$ cat src/rtl/cfd_pkg.sv
package cfd_pkg;
  localparam int VPI_W = 8;
  localparam int VCI_W = 16;

  typedef struct packed {
    logic             valid;
    logic [VPI_W-1:0] vpi;
    logic [VCI_W-1:0] vci;
    logic             to_loc;
    logic             to_fwd;
    logic             lowlat;
  } vc_entry_t;

  // An entry counts as a hit only when it is live, matches, and has a destination.
  function automatic logic entry_hit(vc_entry_t e, logic [VPI_W-1:0] vpi,
                                     logic [VCI_W-1:0] vci);
    return e.valid && (e.to_loc || e.to_fwd) && (e.vpi == vpi) && (e.vci == vci);
  endfunction
endpackage

$ cat src/rtl/cfd_vc_table.sv
module cfd_vc_table
  import cfd_pkg::*;
#(
  parameter int N_VC = 8
) (
  input  logic                    clk,
  input  logic                    rst_n,
  input  logic                    cfg_we,
  input  logic [$clog2(N_VC)-1:0] cfg_idx,
  input  vc_entry_t               cfg_entry,
  input  logic [VPI_W-1:0]        key_vpi,
  input  logic [VCI_W-1:0]        key_vci,
  output logic                    hit,
  output vc_entry_t               hit_entry
);
  vc_entry_t       tbl [N_VC];
  logic [N_VC-1:0] match;

  always_ff @(posedge clk) begin
    if (!rst_n) begin
      for (int i = 0; i < N_VC; i++) tbl[i] <= '0;
    end else if (cfg_we) begin
      tbl[cfg_idx] <= cfg_entry;
    end
  end

  for (genvar g = 0; g < N_VC; g++) begin : g_match
    assign match[g] = entry_hit(tbl[g], key_vpi, key_vci);
  end

  // Lowest matching index wins.
  always_comb begin
    hit       = |match;
    hit_entry = '0;
    for (int i = N_VC - 1; i >= 0; i--) begin
      if (match[i]) hit_entry = tbl[i];
    end
  end
endmodule

$ cat src/rtl/cfd_desc_fifo.sv
module cfd_desc_fifo #(
  parameter int DEPTH = 4,
  parameter int W     = 2,
  localparam int PW   = (DEPTH > 1) ? $clog2(DEPTH) : 1,
  localparam int CNTW = $clog2(DEPTH + 1)
) (
  input  logic            clk,
  input  logic            rst_n,
  input  logic            push,
  input  logic [W-1:0]    din,
  input  logic            pop,
  output logic [W-1:0]    dout,
  output logic            nempty,
  output logic [CNTW-1:0] count
);
  logic [W-1:0]  store [DEPTH];
  logic [PW-1:0] rd_ptr, wr_ptr;

  function automatic logic [PW-1:0] bump(logic [PW-1:0] p);
    return (p == PW'(DEPTH - 1)) ? '0 : p + 1'b1;
  endfunction

  always_ff @(posedge clk) begin
    if (push) store[wr_ptr] <= din;
  end

  always_ff @(posedge clk) begin
    if (!rst_n) begin
      rd_ptr <= '0;
      wr_ptr <= '0;
      count  <= '0;
    end else begin
      if (push) wr_ptr <= bump(wr_ptr);
      if (pop)  rd_ptr <= bump(rd_ptr);
      count <= count + CNTW'(push) - CNTW'(pop);
    end
  end

  assign dout   = store[rd_ptr];
  assign nempty = (count != '0);
endmodule

$ cat src/rtl/cfd_slot_alloc.sv
module cfd_slot_alloc #(
  parameter int N_SLOTS = 4,
  parameter int SW      = 2
) (
  input  logic               clk,
  input  logic               rst_n,
  input  logic               alloc_en,
  output logic               alloc_ok,
  output logic [SW-1:0]      alloc_slot,
  input  logic               rel_en,
  input  logic [SW-1:0]      rel_slot,
  input  logic [1:0]         pend_set,      // [1] forward, [0] local
  input  logic               loc_done,
  input  logic [SW-1:0]      loc_done_slot,
  input  logic               fwd_done,
  input  logic [SW-1:0]      fwd_done_slot,
  output logic [N_SLOTS-1:0] busy
);
  logic [N_SLOTS-1:0] held, pend_l, pend_f;

  assign busy = held | pend_l | pend_f;

  always_comb begin
    alloc_ok   = 1'b0;
    alloc_slot = '0;
    for (int i = N_SLOTS - 1; i >= 0; i--) begin
      if (!busy[i]) begin
        alloc_ok   = 1'b1;
        alloc_slot = SW'(i);
      end
    end
  end

  always_ff @(posedge clk) begin
    if (!rst_n) begin
      held   <= '0;
      pend_l <= '0;
      pend_f <= '0;
    end else begin
      for (int s = 0; s < N_SLOTS; s++) begin
        if (alloc_en && alloc_ok && alloc_slot == SW'(s)) held[s] <= 1'b1;
        else if (rel_en && rel_slot == SW'(s))             held[s] <= 1'b0;
        if (rel_en && rel_slot == SW'(s) && pend_set[0])    pend_l[s] <= 1'b1;
        else if (loc_done && loc_done_slot == SW'(s))       pend_l[s] <= 1'b0;
        if (rel_en && rel_slot == SW'(s) && pend_set[1])    pend_f[s] <= 1'b1;
        else if (fwd_done && fwd_done_slot == SW'(s))       pend_f[s] <= 1'b0;
      end
    end
  end
endmodule

$ cat src/rtl/cfd_dispatch.sv
module cfd_dispatch #(
  parameter int CELL_BYTES = 53,
  parameter int SW         = 2,
  parameter int CW         = 6
) (
  input  logic          clk,
  input  logic          rst_n,
  input  logic          ready,
  input  logic          ll_nempty,
  input  logic [SW-1:0] ll_slot,
  input  logic          nm_nempty,
  input  logic [SW-1:0] nm_slot,
  output logic          start,
  output logic          pop_ll,
  output logic          pop_nm,
  output logic          active,
  output logic [SW-1:0] slot,
  output logic [CW-1:0] idx,
  output logic          sop,
  output logic          eop
);
  localparam logic [CW-1:0] LAST = CW'(CELL_BYTES - 1);

  assign start  = !active && ready && (ll_nempty || nm_nempty);
  assign pop_ll = start && ll_nempty;
  assign pop_nm = start && !ll_nempty;
  assign sop    = active && (idx == '0);
  assign eop    = active && (idx == LAST);

  always_ff @(posedge clk) begin
    if (!rst_n) begin
      active <= 1'b0;
      slot   <= '0;
      idx    <= '0;
    end else if (start) begin
      active <= 1'b1;
      idx    <= '0;
      slot   <= ll_nempty ? ll_slot : nm_slot;
    end else if (active) begin
      if (idx == LAST) begin
        active <= 1'b0;
        idx    <= '0;
      end else begin
        idx <= idx + 1'b1;
      end
    end
  end
endmodule

$ cat src/rtl/cell_fwd_dispatch.sv
module cell_fwd_dispatch
  import cfd_pkg::*;
#(
  parameter int CELL_BYTES = 53,
  parameter int N_SLOTS    = 4,
  parameter int N_VC       = 8,
  parameter int MISS_W     = 16
) (
  input  logic                    clk,
  input  logic                    rst_n,
  input  logic                    in_valid,
  input  logic                    in_sop,
  input  logic [7:0]              in_byte,
  input  logic                    cfg_we,
  input  logic [$clog2(N_VC)-1:0] cfg_idx,
  input  logic                    cfg_valid,
  input  logic [7:0]              cfg_vpi,
  input  logic [15:0]             cfg_vci,
  input  logic                    cfg_to_loc,
  input  logic                    cfg_to_fwd,
  input  logic                    cfg_lowlat,
  input  logic                    fwd_ready,
  output logic                    fwd_valid,
  output logic                    fwd_sop,
  output logic                    fwd_eop,
  output logic [7:0]              fwd_byte,
  input  logic                    loc_ready,
  output logic                    loc_valid,
  output logic                    loc_sop,
  output logic                    loc_eop,
  output logic [7:0]              loc_byte,
  output logic [MISS_W-1:0]       miss_count
);
  localparam int SW   = $clog2(N_SLOTS);
  localparam int CW   = $clog2(CELL_BYTES);
  localparam int AW   = $clog2(N_SLOTS * CELL_BYTES);
  localparam int CNTW = $clog2(N_SLOTS + 1);

  function automatic logic [AW-1:0] cell_addr(logic [SW-1:0] s, logic [CW-1:0] i);
    return AW'(int'(s) * CELL_BYTES + int'(i));
  endfunction

  logic [7:0] cell_mem [N_SLOTS*CELL_BYTES];

  // ingress state
  logic          wr_on;
  logic [SW-1:0] wr_slot;
  logic [CW-1:0] wr_idx;
  logic [7:0]    hdr_vpi;
  logic [15:0]   hdr_vci;

  // named internal events
  logic sop_evt, body_evt, commit_evt, abort_evt, miss_evt;
  logic alloc_ok;
  logic [SW-1:0] alloc_slot;
  logic [N_SLOTS-1:0] slot_busy;
  logic lk_hit;
  vc_entry_t lk_entry, cfg_entry;
  logic go_loc, go_fwd;

  // queue index q = out*2 + lowlat; out 0 = local, 1 = forward
  logic [3:0]           q_push, q_pop, q_nempty;
  logic [3:0][SW-1:0]   q_head;
  logic [3:0][CNTW-1:0] q_cnt;
  logic [1:0]           d_start, d_active, d_sop, d_eop, d_ready;
  logic [1:0][SW-1:0]   d_slot;
  logic [1:0][CW-1:0]   d_idx;

  assign sop_evt    = in_valid && in_sop;
  assign abort_evt  = sop_evt && wr_on;
  assign body_evt   = in_valid && !in_sop && wr_on;
  assign commit_evt = body_evt && (wr_idx == CW'(CELL_BYTES - 1));
  assign miss_evt   = commit_evt && !lk_hit;
  assign go_loc     = commit_evt && lk_hit && lk_entry.to_loc;
  assign go_fwd     = commit_evt && lk_hit && lk_entry.to_fwd;

  assign cfg_entry = '{valid: cfg_valid, vpi: cfg_vpi, vci: cfg_vci,
                       to_loc: cfg_to_loc, to_fwd: cfg_to_fwd, lowlat: cfg_lowlat};

  cfd_vc_table #(.N_VC(N_VC)) u_table (
    .clk, .rst_n, .cfg_we, .cfg_idx, .cfg_entry,
    .key_vpi(hdr_vpi), .key_vci(hdr_vci), .hit(lk_hit), .hit_entry(lk_entry)
  );

  cfd_slot_alloc #(.N_SLOTS(N_SLOTS), .SW(SW)) u_alloc (
    .clk, .rst_n,
    .alloc_en(sop_evt), .alloc_ok, .alloc_slot,
    .rel_en(commit_evt || abort_evt), .rel_slot(wr_slot),
    .pend_set(commit_evt ? {go_fwd, go_loc} : 2'b00),
    .loc_done(d_eop[0]), .loc_done_slot(d_slot[0]),
    .fwd_done(d_eop[1]), .fwd_done_slot(d_slot[1]),
    .busy(slot_busy)
  );

  always_ff @(posedge clk) begin
    if (sop_evt && alloc_ok) cell_mem[cell_addr(alloc_slot, '0)] <= in_byte;
    else if (body_evt)       cell_mem[cell_addr(wr_slot, wr_idx)] <= in_byte;
  end

  always_ff @(posedge clk) begin
    if (!rst_n) begin
      wr_on      <= 1'b0;
      wr_slot    <= '0;
      wr_idx     <= '0;
      hdr_vpi    <= '0;
      hdr_vci    <= '0;
      miss_count <= '0;
    end else begin
      if (sop_evt) begin
        wr_on   <= alloc_ok;
        wr_slot <= alloc_slot;
        wr_idx  <= CW'(1);
        hdr_vpi <= in_byte;
      end else if (body_evt) begin
        if (commit_evt) wr_on <= 1'b0;
        wr_idx <= wr_idx + 1'b1;
        if (wr_idx == CW'(1)) hdr_vci[15:8] <= in_byte;
        if (wr_idx == CW'(2)) hdr_vci[7:0]  <= in_byte;
      end
      if (miss_evt) miss_count <= miss_count + 1'b1;
    end
  end

  assign q_push[0] = go_loc && !lk_entry.lowlat;
  assign q_push[1] = go_loc &&  lk_entry.lowlat;
  assign q_push[2] = go_fwd && !lk_entry.lowlat;
  assign q_push[3] = go_fwd &&  lk_entry.lowlat;

  for (genvar q = 0; q < 4; q++) begin : g_queue
    cfd_desc_fifo #(.DEPTH(N_SLOTS), .W(SW)) u_q (
      .clk, .rst_n, .push(q_push[q]), .din(wr_slot), .pop(q_pop[q]),
      .dout(q_head[q]), .nempty(q_nempty[q]), .count(q_cnt[q])
    );
  end

  assign d_ready = {fwd_ready, loc_ready};

  for (genvar o = 0; o < 2; o++) begin : g_out
    cfd_dispatch #(.CELL_BYTES(CELL_BYTES), .SW(SW), .CW(CW)) u_disp (
      .clk, .rst_n, .ready(d_ready[o]),
      .ll_nempty(q_nempty[2*o+1]), .ll_slot(q_head[2*o+1]),
      .nm_nempty(q_nempty[2*o]),   .nm_slot(q_head[2*o]),
      .start(d_start[o]), .pop_ll(q_pop[2*o+1]), .pop_nm(q_pop[2*o]),
      .active(d_active[o]), .slot(d_slot[o]), .idx(d_idx[o]),
      .sop(d_sop[o]), .eop(d_eop[o])
    );
  end

  assign loc_valid = d_active[0];
  assign loc_sop   = d_sop[0];
  assign loc_eop   = d_eop[0];
  assign loc_byte  = cell_mem[cell_addr(d_slot[0], d_idx[0])];
  assign fwd_valid = d_active[1];
  assign fwd_sop   = d_sop[1];
  assign fwd_eop   = d_eop[1];
  assign fwd_byte  = cell_mem[cell_addr(d_slot[1], d_idx[1])];
endmodule

$ cat config.mk
export PLATFORM = sky130hd
export DESIGN_NAME = cell_fwd_dispatch
export DESIGN_NICKNAME = d
export VERILOG_FILES = /design/src/rtl/cfd_pkg.sv /design/src/rtl/cfd_vc_table.sv /design/src/rtl/cfd_desc_fifo.sv /design/src/rtl/cfd_slot_alloc.sv /design/src/rtl/cfd_dispatch.sv /design/src/rtl/cell_fwd_dispatch.sv
export SDC_FILE = /design/constraint.sdc
export NUM_CORES = 2
export LEC_CHECK = 0
export BUFFER_PORTS_ARGS = -buffer_cell sky130_fd_sc_hd__buf_4
export CORE_MARGIN = 5
export CORE_UTILIZATION = 35
export CTS_BUF_LIST = sky130_fd_sc_hd__clkbuf_8
export CTS_CLUSTER_SIZE = 10
export DETAILED_ROUTE_END_ITERATION = 10
export HOLD_SLACK_MARGIN = 0.1
export SLEW_MARGIN = 20
export SYNTH_ARGS = -nofsm -noshare
export SYNTH_HDL_FRONTEND = slang
export SYNTH_SLANG_ARGS = --single-unit
$ cat constraint.sdc
create_clock -name clk -period 12.7 [get_ports clk]
set_clock_uncertainty 0.15 [all_clocks]
set_input_delay 1.27 -clock clk [delete_from_list [all_inputs] [get_ports clk]]
set_output_delay 1.27 -clock clk [all_outputs]
set_load 0.01 [all_outputs]
Word level (Yosys, flattened, before mapping)
Memories as Yosys holds them, arrays and structs flattened. A register that Yosys moved wholly into a read port is not among the register bits.
Cells that the tools add are included.

operators by class
  bitwise logic cells = 4
  $mul = 4
  equal/unequal tests = 41
  reduce and logical (&&, ||, !) cells = 125
  multiplexer cells = 95
  add/sub/neg operators = 23

operators with widths
  cell                   number
  $eq 16x16->1           8
  $logic_and 1x1->1      74
  $eq 8x8->1             8
  $mux 1                 58
  $mux 2                 23
  $eq 2x2->1 const B     16
  $mul 2x6->8 const B    4
  $mux 28                1
  $reduce_bool 2->1      14
  $reduce_or 28->1       1
  $mux 3                 9
  $add 8x6->8            3
  $add 6x1->6 const B    3
  $eq 6x6->1 const B     3
  $add 16x1->16 const B  1
  $add 2x1->2 const B    8
  $mux 8                 2
  $reduce_or 8->1        2
  $add 3x1->3            4
  $logic_not 6->1        2
  $mux 6                 2
  $reduce_bool 3->1      4
  $sub 3x1->3            4
  $logic_or 1x1->1       11
  10 further kinds       27

word-level totals
  memories = 6
  bits in registers = 107
  word-level logic and storage cells = 336
  input bits = 46
  bits in writable memories = 1952

memories
  name                  words  bits a word  read ports  clocked after memory_dff  wr ports  line                     text
  cell_mem              212    8            2           0                         1         cell_fwd_dispatch.sv:43  logic [7:0] cell_mem [N_SLOTS*CELL_BYTES];
  u_table.tbl           8      28           8           0                         8         cfd_vc_table.sv:16       vc_entry_t tbl [N_VC];
  g_queue[0].u_q.store  4      2            1           1                         1         cfd_desc_fifo.sv:16      logic [W-1:0] store [DEPTH];
  g_queue[1].u_q.store  4      2            1           1                         1         cfd_desc_fifo.sv:16
  g_queue[2].u_q.store  4      2            1           1                         1         cfd_desc_fifo.sv:16
  g_queue[3].u_q.store  4      2            1           1                         1         cfd_desc_fifo.sv:16

Depth between registers and ports, before layout
An unclocked memory read counts as a cell.

  word-level depth = 17
  depth in mapped cells = 18

By module
A second synthesis with hierarchy kept.

second synthesis, totals
  cell total of the unflattened synthesis = 5921
  area, all modules = 100836.7 um^2

by module, submodules not included
  module             instances  area each (um^2)  cells each
  cell_fwd_dispatch  1          83263.6           4367
  cfd_vc_table       1          13062.5           1158
  cfd_desc_fifo      4          734.5             52
  cfd_dispatch       2          488.0             58
  cfd_slot_alloc     1          596.8             72

Worst setup path before layout
No wires, ideal clock.

  path type = register to output
  start point = register g_out[1].u_disp.slot[1]
  end point = output fwd_byte[0]
  required time = 11.280 ns
  buffers on the path = 2
  path slack = 7.373 ns
  arrival time = 3.907 ns
  cell stages (with the launch flop) = 11
  cell sequence = dfxtp_1 ha_1 ha_1 inv_1 fa_1 xor2_1 buf_2 buf_1 mux4_2 mux4_2 mux4_2

between the ends
  longest elaborated chain between the ends = 3

ends and longest elaborated chain
  element                   line                     text
  start: declaration        cfd_dispatch.sv:17       output logic [SW-1:0] slot,
  start signal: assignment  cfd_dispatch.sv:38       slot <= ll_nempty ? ll_slot : nm_slot;
  $mul 2x6->8               cell_fwd_dispatch.sv:40  return AW'(int'(s) * CELL_BYTES + int'(i));
  $add 8x6->8               cell_fwd_dispatch.sv:40
  $mem_v2 212x8             n/a
  end: declaration          cell_fwd_dispatch.sv:26  output logic [7:0] fwd_byte,

Every way passes these cells.

Final worst setup path
  start point = register g_out[1].u_disp.slot[1]
  end point = output fwd_byte[2]

The elaborated chain is that of the path after synthesis.

==> results.rst <==
.. list-table::
   :header-rows: 1

   * - Metric
     - Value
   * - Async set-or-reset flop fraction in the synthesized netlist
     - 0
   * - Detailed Routing Iterations Pass 1
     - 6
   * - Final hold viol count
     - 0
   * - Most frequently used flop master after synthesis
     - sky130_fd_sc_hd__edfxtp_1
   * - Num ports
     - 84
   * - Layout cells sized above 1
     - 0.346
   * - Power share of the clock group
     - 0.244
   * - Core region area
     - roughly 280000 um^2
   * - Post-route minimum period
     - ~8400 ps
   * - Sw power
     - 8.26 mW
   * - Fill cell count
     - about 25k
   * - Final worst hold slack
     - about 350 ps
   * - Highest ir drop seen on vdd
     - roughly 0.36 mV
   * - Ratio of routed vias to standard cells
     - 5.69
   * - Cell with the biggest individual delay on the critical path
     - sky130_fd_sc_hd__fa_4
   * - Setup repair after global routing missed its margin
     - false
   * - Insertion delay to the later sink of the worst-skew pair
     - between 900 and 1000 ps
   * - Number of warning messages in the yosys log
     - 0
   * - Aggregate global-route resource usage
     - 0.191
   * - Global-route wire length before repair
     - 398 mm
   * - Max Cap Viol
     - 0
   * - Height of the die
     - 537 um
   * - Proportion of power drawn by combinational gates
     - 0.437
   * - Clock tree from TritonCTS
     - done
   * - Net Sw Frac
     - 0.347
   * - Number of buffers and inverters on the critical path
     - 4
   * - Post-Route Setup TNS
     - 0 ps
   * - Maximum operating frequency
     - around 120 MHz
   * - Width of the die
     - approximately 540 um
   * - Power density over cell area
     - about 220 nW/um^2
   * - Initial Util
     - 0.352
   * - Status
     - completed
   * - Setup-failing EPs final
     - 0
   * - Post-CTS Setup Inserts
     - 0
   * - CP dominant cell by count
     - sky130_fd_sc_hd__mux4_2
   * - Clock buffer count from CTS
     - between 300 and 400
   * - Vias in the first global route
     - roughly 54k
   * - Post-Syn Instances
     - 4979
   * - Hold_buf cts
     - 0
   * - Count of buffers from port buffering
     - 83
   * - Seq/Total Area, Yosys
     - 0.626
   * - RePlAce Congestion
     - 0.802
   * - Biggest area consumer among synthesized cells
     - sky130_fd_sc_hd__edfxtp_1
   * - Violation count after the first detailed-routing iteration
     - 5907
   * - Total number of nets in the final design
     - 5385
   * - Pint
     - 15.6 mW
   * - Number of antenna violations at the first check in global routing
     - 17
   * - Cell area after synthesis
     - 97300 um^2
   * - DR WL/cell
     - around 30 um
   * - Required time at the worst-slack endpoint
     - about 11000 ps
   * - Count of unique library cells instantiated by Yosys
     - 64
   * - Yosys reg bits
     - around 2.1k
   * - Proportion of netlist area held by the largest area contributor
     - 0.602
   * - Die Outline Area
     - 289000 um^2
   * - Area added between synthesis and finish
     - 12.4%
   * - Actual slew at the worst max-slew pin
     - 1230 ps
   * - Row cnt
     - 193
   * - Largest net degree at the start of global routing
     - between 100 and 150
   * - Number of max-slew violations in the final report
     - 0
   * - Cells taking the most area after synthesis
     - sky130_fd_sc_hd__edfxtp_1 (60%), sky130_fd_sc_hd__mux4_2 (26%), sky130_fd_sc_hd__dfxtp_1 (2.4%)
   * - Critical path, cell by cell
     - ha_1 > ha_4 > inv_1 > fa_4 > buf_4 > buf_4 > mux4_2 > mux4_2 > mux4_2 > mux4_2 > buf_4
   * - Clock root buffer
     - sky130_fd_sc_hd__clkbuf_8
   * - Remaining antenna violation count after routing
     - 0
   * - Remaining global-route overflow
     - 0
   * - Sequential Power Share
     - 0.319
   * - DRC violation count after routing
     - 0
   * - Hold Path Class
     - register to register
   * - Mapped Nets
     - ~5.1k
   * - Crit path launch type
     - register
   * - Kind of end point of the critical path
     - output port
   * - Clock transition time at the flip-flop clock pins of the worst setup and hold paths
     - ~60 ps
   * - Post-Route WL
     - ~280 mm
   * - Critical Setup Path Class
     - register to output port
   * - EDFF count, synth
     - approximately 2k
   * - Arrival time at the worst endpoint
     - 6980 ps
   * - CP top delay family
     - multiplexers
   * - Highest cell delay on the worst timing path
     - ~1200 ps
   * - Number of sinks driven by the clock tree
     - a little over 2k
   * - Slew Limit Headroom
     - 0.178
   * - Mean post-synth cell area
     - approximately 20 um^2
   * - Maximum level of the CTS H-tree
     - 5
   * - Leak pwr
     - roughly 34 nW
   * - Final period util
     - 0.662
   * - Crit path max fanout
     - 46
   * - Hpwl dp
     - between 150 and 200 mm
   * - Number of buffers between clock root and the deepest sink
     - 4
   * - Count of instances resized after the clock tree is built
     - 0
   * - Vias post-DR
     - approximately 53k
## state kept, by name, summed over array words and instances, names as in the netlist, 6 cells and up, named ones only
register and count:
hdr_vpi 8, wr_idx 6, g_queue.u_q.rd_ptr 8, g_queue.u_q.store 32, hdr_vci 16, g_out.u_disp.idx 12
u_table.tbl 224, g_queue.u_q.count 12, miss_count 16, cell_mem 1696, g_queue.u_q.wr_ptr 8
## kinds of logic after synthesis
logic type               count (synthesis)  synth area share
XOR/XNOR                               223            0.0201
AND/OR/NAND/NOR                        829            0.0435
buffers and inverters                  408            0.0185
AO/OA/AOI/OAI                          177            0.0125
adder cells (fa/ha/maj)                 97            0.0132
multiplexers                          1178             0.266
flip-flops                            2067             0.626
## cell usage after synthesis (all sizes together), types with 3 or more instances
master,instances
a211oi,9
a21boi,10
a21o,14
a21oi,55
a221o,4
a221oi,3
a32o,4
and2,251
and3,11
buf,146
clkbuf,195
dfxtp,115
edfxtp,1952
fa,10
ha,87
inv,67
mux2,20
mux2i,30
mux4,1128
nand2,79
nand2b,12
nand3,26
nand3b,4
nand4,39
nor2,312
nor2b,3
nor3,26
nor3b,3
nor4,36
o211ai,4
o21a,9
o21ai,26
o21bai,5
o31ai,18
or2,4
or3,7
or4,12
xnor2,95
xor2,128
## metrics by stage
stage	worst slack (ps)	instances	cell area, um^2	power (mW)	util
6_report	4300	9240	109000	23.8	0.395
3_5_place_dp	5320	8585	103000	18.3	0.371
5_1_grt	4140	9234	109000	24.7	0.395
2_1_floorplan	7370	4979	97300	14.8	-
3_3_place_gp	5350	8585	103000	18.2	0.371
4_1_cts	4220	9233	109000	24.1	0.395
## final timing paths
path                                                      startpoint                         end  slack (ps)  depth (start not counted)
worst max-delay path            g_out[1].u_disp.slot[1]$_SDFFE_PN0P_                 fwd_byte[2]        4300                         11
worst min-delay path                      miss_count[9]$_SDFFE_PN0P_  miss_count[9]$_SDFFE_PN0P_         350                          2
worst max register to register               wr_slot[0]$_SDFFE_PN0P_  cell_mem[161][5]$_DFFE_PP_        6360                         12
worst min register to register            miss_count[9]$_SDFFE_PN0P_  miss_count[9]$_SDFFE_PN0P_         350                          2
## power groups by stage
stage          Clock, mW  Combinational, mW  Sequential (mW)
2_1_floorplan          0               7.08             7.73
3_3_place_gp           0               10.5             7.75
3_5_place_dp           0               10.5             7.75
4_1_cts             5.93               10.5             7.61
5_1_grt             6.25               10.9             7.62
6_report            5.82               10.4             7.61
## layout make-up
| class | instances | area [um^2] | share of cell area |
|---|---|---|---|
| Sequential cell | 2067 | 60900 | 0.557 |
| Inverter | 67 | 251 | 0.00230 |
| Clock buffer | 362 | 4980 | 0.0456 |
| Multi-Input combinational cell | 2504 | 34900 | 0.319 |
| Tap cell | 3705 | 4640 | 0.0424 |
| Clock inverter | 286 | 1690 | 0.0155 |
| Timing Repair Buffer | 242 | 1960 | 0.0179 |
| Antenna cell | 7 | 17.5 | 0.000160 |
## layer usage
layer  vias to the layer above  routed length, um  global-route usage
met5                         -                 50                   0
li1                      21400                  -                   -
met3                       545              23900              0.0399
met4                         8               9420              0.0653
met1                     28200             113000               0.263
met2                      2371             132000               0.303
## worst reg2reg max path, delay by kind of cell, from the launching register on
family	cells	cell delay, ps
buffers and inverters	1	60
adders and majority gates	3	930
DFF	1	940
and+or+nand+nor	3	2080
AOI/OAI and AO/OA	5	1790
## cell usage in the layout, fill, tap and decap left out, types with 14 or more instances in the layout
master                         n
sky130_fd_sc_hd__nor2_1      282
sky130_fd_sc_hd__nor2_2       30
sky130_fd_sc_hd__nand4_1      39
sky130_fd_sc_hd__nand2_1      74
sky130_fd_sc_hd__nor4_1       32
sky130_fd_sc_hd__bufinv_16    15
sky130_fd_sc_hd__clkinv_1     75
sky130_fd_sc_hd__mux2i_1      30
sky130_fd_sc_hd__xor2_1      124
sky130_fd_sc_hd__nor3_1       21
sky130_fd_sc_hd__buf_4       224
sky130_fd_sc_hd__dfxtp_1     115
sky130_fd_sc_hd__edfxtp_1   1952
sky130_fd_sc_hd__clkinv_2     48
sky130_fd_sc_hd__ha_1         83
sky130_fd_sc_hd__and2_1      251
sky130_fd_sc_hd__inv_1       186
sky130_fd_sc_hd__o21ai_0      20
sky130_fd_sc_hd__o31ai_1      17
sky130_fd_sc_hd__nand3_1      26
sky130_fd_sc_hd__a21oi_1      55
sky130_fd_sc_hd__mux4_2     1128
sky130_fd_sc_hd__clkbuf_8    362
sky130_fd_sc_hd__xnor2_1      93
sky130_fd_sc_hd__mux2_2       20
sky130_fd_sc_hd__a21o_1       14
Note: power is estimated with default switching activity, not from simulation.
